<file path="src/rtl/gcnt_pkg.sv">
package gcnt_pkg;
  localparam int BUS_W   = 8;
  localparam int CNT_W   = 2 * BUS_W;
  localparam int PT_W    = 8;
  localparam int NUM_CMP = 2;
  localparam int ADDR_W  = 3;

  typedef enum logic [1:0] {
    SRC_PIN    = 2'd0,
    SRC_PERIOD = 2'd1,
    SRC_CMP1   = 2'd2,
    SRC_CMP2   = 2'd3
  } gate_src_e;

  typedef struct packed {
    logic                  pair_mode;
    logic [NUM_CMP-1:0]    cmp_sync;
    gate_src_e             src;
    logic                  pol;
    logic                  gate_en;
  } ctrl_t;

  localparam logic [ADDR_W-1:0] A_CTRL = 3'd0;
  localparam logic [ADDR_W-1:0] A_LO   = 3'd1;
  localparam logic [ADDR_W-1:0] A_HI   = 3'd2;
  localparam logic [ADDR_W-1:0] A_PER  = 3'd3;
  localparam logic [ADDR_W-1:0] A_STAT = 3'd4;
  localparam logic [ADDR_W-1:0] A_PTMR = 3'd5;
endpackage

</file>
<file path="src/rtl/gcnt_sync.sv">
module gcnt_sync #(
  parameter int W = 1
) (
  input  logic         clk_i,
  input  logic         rst_ni,
  input  logic [W-1:0] d_i,
  output logic [W-1:0] q_o
);
  logic [W-1:0] s1_q, s2_q;

  always_ff @(posedge clk_i or negedge rst_ni) begin
    if (!rst_ni) begin
      s1_q <= '0;
      s2_q <= '0;
    end else begin
      s1_q <= d_i;
      s2_q <= s1_q;
    end
  end

  assign q_o = s2_q;
endmodule

</file>
<file path="src/rtl/gcnt_period_timer.sv">
module gcnt_period_timer #(
  parameter int W = 8
) (
  input  logic         clk_i,
  input  logic         rst_ni,
  input  logic         clr_i,
  input  logic [W-1:0] period_i,
  output logic [W-1:0] tmr_o,
  output logic         pulse_o
);
  logic [W-1:0] tmr_q;
  logic         pulse_q;

  always_ff @(posedge clk_i or negedge rst_ni) begin
    if (!rst_ni) begin
      tmr_q   <= '0;
      pulse_q <= 1'b0;
    end else if (clr_i) begin
      tmr_q   <= '0;
      pulse_q <= 1'b0;
    end else if (tmr_q == period_i) begin
      tmr_q   <= '0;
      pulse_q <= 1'b1;
    end else begin
      tmr_q   <= tmr_q + 1'b1;
      pulse_q <= 1'b0;
    end
  end

  assign tmr_o   = tmr_q;
  assign pulse_o = pulse_q;


  wrap_pulse_chk: assert property (@(posedge clk_i) disable iff (!rst_ni)
    (!clr_i && tmr_q == period_i) |=> (tmr_q == '0 && pulse_q));


  pulse_width_chk: assert property (@(posedge clk_i) disable iff (!rst_ni)
    (pulse_q && period_i != '0) |=> !pulse_q);
endmodule

</file>
<file path="src/rtl/gcnt_gate_sel.sv">
module gcnt_gate_sel
  import gcnt_pkg::*;
(
  input  ctrl_t              ctrl_i,
  input  logic               pin_s_i,
  input  logic               pulse_i,
  input  logic [NUM_CMP-1:0] cmp_g_i,
  output logic               cnt_en_o
);
  logic gate_lvl;

  always_comb begin
    unique case (ctrl_i.src)
      SRC_PIN:    gate_lvl = pin_s_i;
      SRC_PERIOD: gate_lvl = pulse_i;
      SRC_CMP1:   gate_lvl = cmp_g_i[0];
      default:    gate_lvl = cmp_g_i[1];
    endcase
  end

  assign cnt_en_o = !ctrl_i.gate_en || (gate_lvl == ctrl_i.pol);
endmodule

</file>
<file path="src/rtl/gated_counter.sv">
module gated_counter
  import gcnt_pkg::*;
(
  input  logic               clk_i,
  input  logic               rst_ni,
  input  logic               gate_pin_i,
  input  logic [NUM_CMP-1:0] cmp_i,
  input  logic [ADDR_W-1:0]  addr_i,
  input  logic               wr_i,
  input  logic               rd_i,
  input  logic [BUS_W-1:0]   wdata_i,
  output logic [BUS_W-1:0]   rdata_o,
  output logic               ovf_o
);
  ctrl_t              ctrl_q;
  logic [PT_W-1:0]    period_q;
  logic [CNT_W-1:0]   cnt_q;
  logic [BUS_W-1:0]   hold_q;
  logic               ovf_q;
  logic [PT_W-1:0]    ptmr;
  logic               pulse;
  logic               pin_s;
  logic [NUM_CMP-1:0] cmp_s, cmp_g;
  logic               cnt_en;

  logic wr_ctrl, wr_lo, wr_hi, wr_per, wr_stat, rd_lo, cnt_wr;
  assign wr_ctrl = wr_i && addr_i == A_CTRL;
  assign wr_lo   = wr_i && addr_i == A_LO;
  assign wr_hi   = wr_i && addr_i == A_HI;
  assign wr_per  = wr_i && addr_i == A_PER;
  assign wr_stat = wr_i && addr_i == A_STAT;
  assign rd_lo   = rd_i && addr_i == A_LO;
  assign cnt_wr  = wr_lo || (wr_hi && !ctrl_q.pair_mode);

  gcnt_sync #(.W(1)) u_pin_sync (
    .clk_i(clk_i), .rst_ni(rst_ni), .d_i(gate_pin_i), .q_o(pin_s)
  );

  for (genvar g = 0; g < NUM_CMP; g++) begin : g_cmp
    gcnt_sync #(.W(1)) u_cmp_sync (
      .clk_i(clk_i), .rst_ni(rst_ni), .d_i(cmp_i[g]), .q_o(cmp_s[g])
    );
    assign cmp_g[g] = ctrl_q.cmp_sync[g] ? cmp_s[g] : cmp_i[g];
  end

  gcnt_period_timer #(.W(PT_W)) u_ptmr (
    .clk_i(clk_i), .rst_ni(rst_ni), .clr_i(wr_per),
    .period_i(period_q), .tmr_o(ptmr), .pulse_o(pulse)
  );

  gcnt_gate_sel u_gate (
    .ctrl_i(ctrl_q), .pin_s_i(pin_s), .pulse_i(pulse),
    .cmp_g_i(cmp_g), .cnt_en_o(cnt_en)
  );

  always_ff @(posedge clk_i or negedge rst_ni) begin
    if (!rst_ni) begin
      ctrl_q   <= '0;
      period_q <= '0;
    end else begin
      if (wr_ctrl) ctrl_q   <= ctrl_t'(wdata_i[$bits(ctrl_t)-1:0]);
      if (wr_per)  period_q <= wdata_i[PT_W-1:0];
    end
  end

  // Holding register for coherent pair access
  always_ff @(posedge clk_i or negedge rst_ni) begin
    if (!rst_ni)                          hold_q <= '0;
    else if (wr_hi && ctrl_q.pair_mode)   hold_q <= wdata_i;
    else if (rd_lo && ctrl_q.pair_mode)   hold_q <= cnt_q[CNT_W-1:BUS_W];
  end

  always_ff @(posedge clk_i or negedge rst_ni) begin
    if (!rst_ni) begin
      cnt_q <= '0;
    end else if (wr_lo) begin
      cnt_q <= {ctrl_q.pair_mode ? hold_q : cnt_q[CNT_W-1:BUS_W], wdata_i};
    end else if (wr_hi && !ctrl_q.pair_mode) begin
      cnt_q <= {wdata_i, cnt_q[BUS_W-1:0]};
    end else if (cnt_en) begin
      cnt_q <= cnt_q + 1'b1;
    end
  end

  always_ff @(posedge clk_i or negedge rst_ni) begin
    if (!rst_ni)                           ovf_q <= 1'b0;
    else if (cnt_en && !cnt_wr && &cnt_q)  ovf_q <= 1'b1;
    else if (wr_stat && wdata_i[0])        ovf_q <= 1'b0;
  end

  always_comb begin
    rdata_o = '0;
    unique case (addr_i)
      A_CTRL: rdata_o = BUS_W'(ctrl_q);
      A_LO:   rdata_o = cnt_q[BUS_W-1:0];
      A_HI:   rdata_o = ctrl_q.pair_mode ? hold_q : cnt_q[CNT_W-1:BUS_W];
      A_PER:  rdata_o = period_q;
      A_STAT: rdata_o = BUS_W'(ovf_q);
      A_PTMR: rdata_o = ptmr;
      default: rdata_o = '0;
    endcase
  end

  assign ovf_o = ovf_q;


  free_run_chk: assert property (@(posedge clk_i) disable iff (!rst_ni)
    (!ctrl_q.gate_en && !cnt_wr) |=> cnt_q == $past(cnt_q) + 1'b1);


  gate_hold_chk: assert property (@(posedge clk_i) disable iff (!rst_ni)
    (!cnt_en && !cnt_wr) |=> $stable(cnt_q));


  ovf_set_chk: assert property (@(posedge clk_i) disable iff (!rst_ni)
    (cnt_en && !cnt_wr && &cnt_q) |=> ovf_q);


  ovf_sticky_chk: assert property (@(posedge clk_i) disable iff (!rst_ni)
    (ovf_q && !(wr_stat && wdata_i[0])) |=> ovf_q);


  wr_prio_chk: assert property (@(posedge clk_i) disable iff (!rst_ni)
    wr_lo |=> cnt_q[BUS_W-1:0] == $past(wdata_i));


  pair_hi_wr_chk: assert property (@(posedge clk_i) disable iff (!rst_ni)
    (wr_hi && ctrl_q.pair_mode && !cnt_en) |=> $stable(cnt_q));
endmodule

</file>
<file path="config.mk">
export PLATFORM = sky130hd
export DESIGN_NAME = gated_counter
export DESIGN_NICKNAME = d
export VERILOG_FILES = /design/src/rtl/gcnt_pkg.sv /design/src/rtl/gcnt_sync.sv /design/src/rtl/gcnt_period_timer.sv /design/src/rtl/gcnt_gate_sel.sv /design/src/rtl/gated_counter.sv
export SDC_FILE = /design/constraint.sdc
export NUM_CORES = 1
export LEC_CHECK = 0
export ABC_AREA = 1
export BUFFER_PORTS_ARGS = -buffer_cell sky130_fd_sc_hd__buf_2
export CORE_MARGIN = 4
export CORE_UTILIZATION = 40
export DETAILED_ROUTE_END_ITERATION = 12
export GPL_ROUTABILITY_DRIVEN = 0
export HOLD_SLACK_MARGIN = 0.05
export PLACE_DENSITY = 0.56
export SLEW_MARGIN = 20
export SYNTH_ARGS = -nofsm -noshare
export SYNTH_HDL_FRONTEND = slang
export SYNTH_HIERARCHICAL = 1
export SYNTH_SLANG_ARGS = --single-unit
</file>
<file path="constraint.sdc">
create_clock -name clk_i -period 1.9 [get_ports clk_i]
set_clock_uncertainty 0.05 [all_clocks]
set_input_delay 0.095 -clock clk_i [delete_from_list [all_inputs] [get_ports clk_i]]
set_output_delay 0.095 -clock clk_i [all_outputs]
set_load 0.05 [all_outputs]
</file>
==> results of run 1 <==
==> cell usage in the layout, fill, tap and decap left out, types with 13 or more instances in the layout <==
| master | n |
|---|---|
| buf_2 | 22 |
| dfrtp_1 | 55 |
| inv_1 | 50 |
| nand2_1 | 176 |
| nand3_1 | 19 |
| nand3_2 | 13 |
| nor2_1 | 47 |
| o21ai_0 | 24 |
==> logic make-up (layout without fill, tap and decap cells) <==
family | count (synthesis) | in the layout | synth area share, %
AND/OR/NAND/NOR | 283 | 283 | 36.06
AO/OA/AOI/OAI | 79 | 79 | 14.20
buffers and inverters | 72 | 115 | 8.824
flip-flops | 55 | 55 | 37.92
XOR/XNOR | 7 | 7 | 1.689
adder cells (fa/ha/maj) | 2 | 2 | 0.6893
multiplexers | 2 | 2 | 0.6204
==> path summary, 6_finish.rpt <==
check                                      endpoint  slack, ps  cells past startpoint            start
setup / recovery                         rdata_o[2]         70                      6        ctrl_q[6]
hold / removal                            cnt_q[12]         70                      5       wdata_i[4]
setup reg to reg                           cnt_q[0]        110                     11        ctrl_q[4]
hold reg to reg                      u_pin_sync/q_o        310                      0  u_pin_sync/s1_q
max in group asynchronous                 hold_q[6]       1000                      3           rst_ni
min in group asynchronous  g_cmp[0].u_cmp_sync/s1_q        230                      2           rst_ni
==> state kept, by name (all words and copies together), names as in the netlist <==
signal	count
cnt_q	16
ctrl_q	7
g_cmp.u_cmp_sync/q_o	2
g_cmp.u_cmp_sync/s1_q	2
hold_q	8
ovf_o	1
period_q	8
u_pin_sync/q_o	1
u_pin_sync/s1_q	1
u_ptmr/pulse_o	1
u_ptmr/tmr_o	8
==> power by group <==
part	internal, mW	leakage, nW	switching (mW)	total (mW)
logic	0.761	1.31	1.27	2.03
registers	1.54	0.688	0.458	2.00
clock network	0.427	0.0612	0.403	0.831
==> repair_timing <==
item,in CTS,in global routing
setup buffers,0,3
pin swaps,0,2
hold buffers,8,0
endpoints found under the setup margin,3,21
resized for setup,1,23
endpoints found under the hold margin,28,0
==> per-stage QoR <==
| stage | utilization [%] | setup TNS [ps] |
|---|---|---|
| final | 47.93 | 0 |
| after global routing | 47.93 | -5.276 |
| after CTS | 46.84 | -55.75 |
| after detailed placement | 44.59 | 0 |
| after global placement | 44.59 | 0 |
| after floorplan | - | 0 |
==> tightest hold or removal path, stage by stage <==
cell and delay (ps):
buf_2 100, a21oi_1 70, nand2_1 60, nand2_1 40, nand2_1 50
==> layer usage <==
| metal | up-vias | part of all wire [%] | routed length, um |
|---|---|---|---|
| li1 | 1717 | - | - |
| met1 | 1567 | 46 | 4765 |
| met2 | 104 | 46 | 4739 |
| met3 | 18 | 5.8 | 598 |
| met4 | 0 | 2.1 | 214 |
| met5 | - | 0 | 0 |
==> area by class of cell <==
| class | count | area (um2) |
|---|---|---|
| fill | 887 | 4563 |
| tap | 108 | 135.1 |
| clock inverter | 2 | 35.03 |
| timing repair buffer | 45 | 322.8 |
| sequential | 55 | 1376 |
| multi-input combinational | 373 | 1996 |
| inverter | 62 | 252.7 |
| clock buffer | 6 | 82.58 |
==> results.cfg, run 1 <==
[routing]
drt-pass1-iter-count = 5
drt-vias-per-instance = 5.232
wl_per_cell_um = 15.85
vias = 3406
ant_nets = 0
drt_wl_total_um = 10320
drc = 0
initialDrtViolationCount = 192

[global_route]
grt_max_degree = 36
antenna_found_initial = 0
grt_pass1_vias = 3254
overflow = 0
grt_pass1_wl_um = 16870
grt-busiest-layer = met2
grtUsageMet3_pct = 3.823
grt_use_met2_pct = 32.26
track_usage_pct = 20.68
grt_use_met1_pct = 29.36

[floorplanning]
initial_core_util_pct = 41.42
placementRows = 34
die-area_um2 = 10660
dieWidth_um = 103.3
die_h_um = 103.3
ioPinCount = 27
core-area_um2 = 8763

[logic_synthesis]
synth_common_cells = nand2_1 (176), dfrtp_1 (55), inv_1 (52), nor2_1 (47), o21ai_0 (29)
yosysMostFrequentCell = nand2_1
synth_cells = 500
async_reset_ff_share_pct = 100.0
synth_edf_count = 0
synth_cell_types = 40
synthFlopType = dfrtp_1
synth_fp_nets = 520
synthTopCellsByArea = dfrtp_1 (38%), nand2_1 (18%), inv_1 (5.4%), nor2_1 (4.9%), o21ai_0 (4.0%)
yosysTopAreaCellShare_pct = 37.92
yosysWarnings = 6
ys_seq_area_share_pct = 37.92
ys_ff_latch = 55
postSynthAreaPerCell_um2 = 7.259
yosys.area.top_type = dfrtp_1
syn_area_um2 = 3630

[setup_path]
slowest_delay_ps = 430
crit_path_end_kind = primary output
crit_family = buffers and inverters
critPathMaxFanout = 13
required_ps = 1750
crit_chain = buf_6 > nand2_1 > o21ai_0 > buf_4 > o2111ai_1 > clkbuf_4
critPathKind = reg2out
cp_data_arrival_time_ps = 1680
crit_path_top_delay_cell = dfrtp_1
start_kind = register
crit_buf_inv = 3

[hold_path]
hold_class = in2reg

[timing]
fin_hold_ws_ps = 66.91
final_hold_viol_count = 0
fin_crit_sh_pct = 96.31
layout_min_cycle_time_ps = 1830
clock.fmax_ghz = 0.5465
relSlewSlack_pct = 66.33
setup_viol = 0
maxSlewViolCount = 0
tightest_slew_ps = 505.1
layout_setup_ws_ps = 70.11

[cts]
clockRootBuffer = clkbuf_8
clkTransAtPathRegs_ps = 110
tritoncts = built
clockBufferDepth = 2
cts_sinks = 55
clk_latency_ps = 320
htree_levels = 2
cts_buffers = 5

[pwr]
p_per_area_nw_per_um2 = 1157
power_leakage_nw = 2.064
vdd_drop_max_uv = 616.1
power_mw = 4.858

[layout]
antenna_cells = 0
drive_gt1_share_pct = 19.15
nets = 562
final_cell_area_um2 = 4200
fin_cells = 651
syn_to_final_growth_pct = 15.72

[placed_design]
dp_hpwl_um = 8012
io_buffers = 26
post-place-ws_ps = 57.73
place_area_um2 = 3908
dp.cells = 632

[job]
drv_cap = 0

[status]
outcome = completed
No activity file was read; power rests on OpenSTA's default activity.
==> inputs of run 2 (changes only) <==
- ABC_AREA: 1 -> default
- CORE_UTILIZATION: 40 -> 50
- PLACE_DENSITY: 0.56 -> 0.68
==> run 2 against run 1 <==
Against the previous run: the run now ends with negative setup slack left; first-iteration DRC count grew 43%; final area is 2.6% lower; global-route usage is 2.7 points higher; critical endpoint is now cnt_q[0]; sequential share of layout area increased by 0.87 points.
==> results.cfg, run 2 <==
[setup_path]
r2r-end = cnt_q[0]
crit_chain = mux2_4 > mux4_2 > xor2_1 > nand2_1 > buf_6 > a211oi_4 > or2_4 > nor2_2 > a221o_1
cp_data_arrival_time_ps = 2680
crit_buf_inv = 1
worst_r2r_path_depth = 9
critPathLaunch = ctrl_q[5]
crit_family = multiplexers
required_ps = 2060
critPathMaxFanout = 4
cp_num_cells = 9
critPathKind = reg2reg
crit_path_top_delay_cell = mux4_2
rrSetupSlack_ps = -620
crit_path_end_kind = register
timing.rr.start = ctrl_q[5]
slowest_delay_ps = 480
start_kind = register

[timing]
layout_setup_ws_ps = -618.6
fin_crit_sh_pct = 132.6
setup_viol = 25
layout_min_cycle_time_ps = 2519
final_hold_viol_count = 0
rsz0062_at_grt = true
maxSlewViolCount = 0
relSlewSlack_pct = 62.76
tightest_slew_ps = 558.5
clock.fmax_ghz = 0.3970

[global_route]
overflow = 0
track_usage_pct = 23.37
grt_max_degree = 35
grt_pass1_vias = 2742
grt_pass1_wl_um = 14140
antenna_found_initial = 0

[pwr]
vdd_drop_max_uv = 810.5
power_leakage_nw = 1.818
p_per_area_nw_per_um2 = 1128
power_mw = 4.615

[logic_synthesis]
syn_area_um2 = 3287
ys_ff_latch = 55
synth_cell_types = 61
synth_fp_nets = 360
synth_cells = 340
synth_common_cells = nand2_1 (68), dfrtp_1 (55), nor2_1 (16), o21ai_0 (16), mux2_2 (14)
async_reset_ff_share_pct = 100.0
ys_seq_area_share_pct = 41.87
postSynthAreaPerCell_um2 = 9.667
yosysMostFrequentCell = nand2_1
synth_edf_count = 0
yosysTopAreaCellShare_pct = 41.87
yosys.area.top_type = dfrtp_1
synthFlopType = dfrtp_1
synthTopCellsByArea = dfrtp_1 (42%), nand2_1 (7.8%), mux2_2 (4.8%), mux4_2 (4.1%), xor2_1 (2.9%)
yosysWarnings = 6

[routing]
wl_per_cell_um = 18.33
drt_wl_total_um = 8943
ant_nets = 0
vias = 2956
drc = 0
drt-vias-per-instance = 6.057
initialDrtViolationCount = 274
drt-pass1-iter-count = 5

[placed_design]
post-place-ws_ps = -612.8
dp_hpwl_um = 6511
io_buffers = 26
place_area_um2 = 3750

[floorplanning]
dieWidth_um = 89.08
core-area_um2 = 6350
die_h_um = 89.08
die-area_um2 = 7935
ioPinCount = 27
initial_core_util_pct = 51.76
placementRows = 29

[cts]
clockRootBuffer = clkbuf_8
htree_levels = 2
clk_latency_ps = 320
cts_buffers = 5
tritoncts = built
clkTransAtPathRegs_ps = 100
cts_sinks = 55
clockBufferDepth = 2

[hold_path]
whs_endpoint = ovf_o
hold_class = in2reg
worstHoldStart = wr_i
hold-path-cell-count = 4

[layout]
largest-register = cnt_q
nets = 430
final_cell_area_um2 = 4091
final_common_cell = nand2_1
drive_gt1_share_pct = 30.90
antenna_cells = 0
layout_common_cells = nand2_1 (68), dfrtp_1 (55), buf_4 (36)
syn_to_final_growth_pct = 24.48
largest_reg_flops = 16

[job]
drv_cap = 0

[status]
violations = negative setup slack
outcome = complete, but fails checks
run 2: cell count changes in the layout (fill, tap and decap cells not counted), sizes merged, moves of 12 or more:
cell,previous run,this run
o21ai,39,16
nand2,182,69
buf,34,68
nand3,34,8
inv,60,9
nor2,52,16
mux2,2,14
run 2: timing repair:
item | 4_1_cts | 5_1_grt
hold endpoints to repair | 43 | 0
hold buffers | 12 | 0
pin swaps | 13 | 7
endpoints found under the setup margin | 25 | 25
resized for setup | 13 | 15
buffers inserted | 5 | 1
cloned | 0 | 0
run 2: logic make-up after synthesis:
kind of cell / share of synthesized area [%]
AND/OR/NAND/NOR: 20.97
AO/OA/AOI/OAI: 15.95
flip-flops: 41.87
buffers and inverters: 3.807
multiplexers: 11.84
XOR/XNOR: 4.796
adder cells (fa/ha/maj): 0.7612
run 2: worst max-delay path by stage:
stage	to
4_1_cts	cnt_q[7]
3_5_place_dp	cnt_q[7]
6_report	cnt_q[0]
2_1_floorplan	cnt_q[0]
5_1_grt	cnt_q[4]
3_3_place_gp	cnt_q[1]
run 2: area by class of cell:
type / instances / area, um2
well taps: 77 / 96.34
repair buffers: 80 / 596.8
clock buffers: 6 / 72.57
inverters: 11 / 41.29
multi-input cells: 257 / 1896
clock inverters: 2 / 12.51
fillers: 512 / 2258
flip-flops and latches: 55 / 1376
run 2: power breakdown:
| part | internal [mW] | total (mW) | switching (mW) |
|---|---|---|---|
| clock | 0.259 | 0.653 | 0.394 |
| combinational | 0.979 | 2.00 | 1.02 |
| sequential | 1.51 | 1.96 | 0.447 |
run 2: worst min-delay path, stage by stage:
cell and delay [ps]:
buf_2 150, nand4_1 100, nand2_1 80, o31ai_2 60
run 2: metal layers:
metal	routed length (um)	global-route usage [%]	vias up
met5	0	0	-
li1	-	-	1374
met1	3929	34.53	1421
met4	134	6.225	0
met3	710	4.055	17
met2	4169	35.57	144
run 2: per-stage QoR:
step | setup TNS (ps) | instances | util (%) | hold slack (ps)
after floorplan | -6503 | 340 | - | -250.6
after CTS | -12140 | 488 | 63.53 | 110.0
final | -12080 | 488 | 64.43 | 132.5
after global placement | -8516 | 463 | 59.05 | 61.45
after detailed placement | -9570 | 463 | 59.05 | 68.49
after global routing | -13800 | 488 | 64.43 | 164.9
==> inputs of run 3 (changes only) <==
- TNS_END_PERCENT: default -> 10
==> run 3 against run 2 <==
Against the previous run: the flow still finishes with violations (negative setup slack); non-clock buffer count fell by 2; maximum frequency fell by 1.8%; total power rose by 0.53%; global-route usage rose by 0.99 points; critical path type unchanged.
==> results.cfg, run 3 (same netlist as run 2, synthesis figures left out) <==
[layout]
final_cell_area_um2 = 4088
largest-register = cnt_q
multi_input_area_um2 = 1866
nets = 428
fillCellCount = 540
finish.utilization_pct = 64.37
drive_gt1_share_pct = 30.56
fin_cells = 486
largest_reg_flops = 16
layout_common_cells = nand2_1 (67), dfrtp_1 (54), buf_4 (40)
regArea_um2 = 1378
syn_to_final_growth_pct = 24.36
final_common_cell = nand2_1
antenna_cells = 0

[setup_path]
timing.rr.start = ctrl_q[5]
crit_path_end_kind = register
start_kind = register
cp_data_arrival_time_ps = 2720
critPathMaxFanout = 5
critPathKind = reg2reg
r2r-end = cnt_q[1]
worst_r2r_path_depth = 9
required_ps = 2060
rrSetupSlack_ps = -660

[floorplanning]
die_h_um = 89.08
placementRows = 29
initial_core_util_pct = 51.76
dieWidth_um = 89.08
core-area_um2 = 6350
ioPinCount = 27
die-area_um2 = 7935

[timing]
layout_min_cycle_time_ps = 2564
clock.fmax_ghz = 0.3900
maxSlewViolCount = 0
layout_setup_ws_ps = -664.1
fin_hold_ws_ps = 237.8
final.setup.tns_ps = -10300
relSlewSlack_pct = 63.43
tightest_slew_ps = 544.4
fin_crit_sh_pct = 135.0
final_hold_viol_count = 0
rsz0062_at_grt = true
setup_viol = 25

[global_route]
grt_use_met2_pct = 36.37
grt_pass1_wl_um = 14680
antenna_found_initial = 0
grt-busiest-layer = met2
grt_use_met1_pct = 36.00
track_usage_pct = 24.35
grtUsageMet3_pct = 3.687
overflow = 0
grt_pass1_vias = 2841
grt_max_degree = 35

[routing]
drt_wl_total_um = 9200
drt-pass1-iter-count = 5
vias = 2927
drt-vias-per-instance = 6.023
ant_nets = 0
wl_per_cell_um = 18.93
initialDrtViolationCount = 204
drc = 0

[cts]
clk_latency_ps = 320
htree_levels = 2
tritoncts = built
clockRootBuffer = clkbuf_8
post_cts_buffers = 0
cts_sinks = 55
clockBufferDepth = 2
cts_buffers = 5
clkTransAtPathRegs_ps = 110

[placed_design]
io_buffers = 26
post-place-ws_ps = -679.2
place_area_um2 = 3756
dp_hpwl_um = 6626
dp.cells = 466

[status]
violations = negative setup slack
outcome = complete, but fails checks

[pwr]
vdd_drop_max_uv = 861.7
power_mw = 4.639
p_per_area_nw_per_um2 = 1135
power_leakage_nw = 1.815

[hold_path]
hold_class = in2async

[job]
drv_cap = 0
[run 3: where the power goes]
part | internal, mW | leakage, nW | switching (mW)
sequential | 1.52 | 0.685 | 0.434
clock | 0.273 | 0.0491 | 0.429
combinational | 0.967 | 1.08 | 1.02
total | 2.75 | 1.81 | 1.88
[run 3: critical path, stage by stage (launching register included)]
cell and delay (ps):
dfrtp_1 410, mux2_4 300, mux4_2 500, xor2_2 170, nand2_2 110, nor2b_4 150
a211oi_4 270, buf_4 180, nor3b_1 40, a221o_1 260
[run 3: worst max path at each step]
stage               startpoint        to  depth (start not counted)
global route         ctrl_q[5]  cnt_q[0]                          9
CTS                  ctrl_q[5]  cnt_q[1]                          9
global placement     ctrl_q[5]  cnt_q[1]                          9
finish               ctrl_q[5]  cnt_q[1]                          9
detailed placement   ctrl_q[5]  cnt_q[6]                         10
floorplan            ctrl_q[5]  cnt_q[0]                         11
[run 3: final cells by class]
type                            instances  area share, %
Inverter                               11          1.071
Clock buffer                            5          1.684
Sequential cell                        55          33.70
Tap cell                               77          2.357
Timing Repair Buffer                   78          14.91
Multi-Input combinational cell        257          45.64
Clock inverter                          3         0.6428
[run 3: routing by layer]
layer | vias up | wire [um]
met3 | 18 | 579
li1 | 1365 | -
met4 | 0 | 211
met2 | 132 | 4139
met1 | 1412 | 4269
met5 | - | 0
[run 3: what timing repair did]
| item | CTS | global route |
|---|---|---|
| hold buffers | 12 | 0 |
| endpoints found under the setup margin | 25 | 25 |
| gates cloned | 0 | 0 |
| resized for setup | 37 | 9 |
| endpoints found under the hold margin | 41 | 0 |
| pin swaps | 18 | 3 |
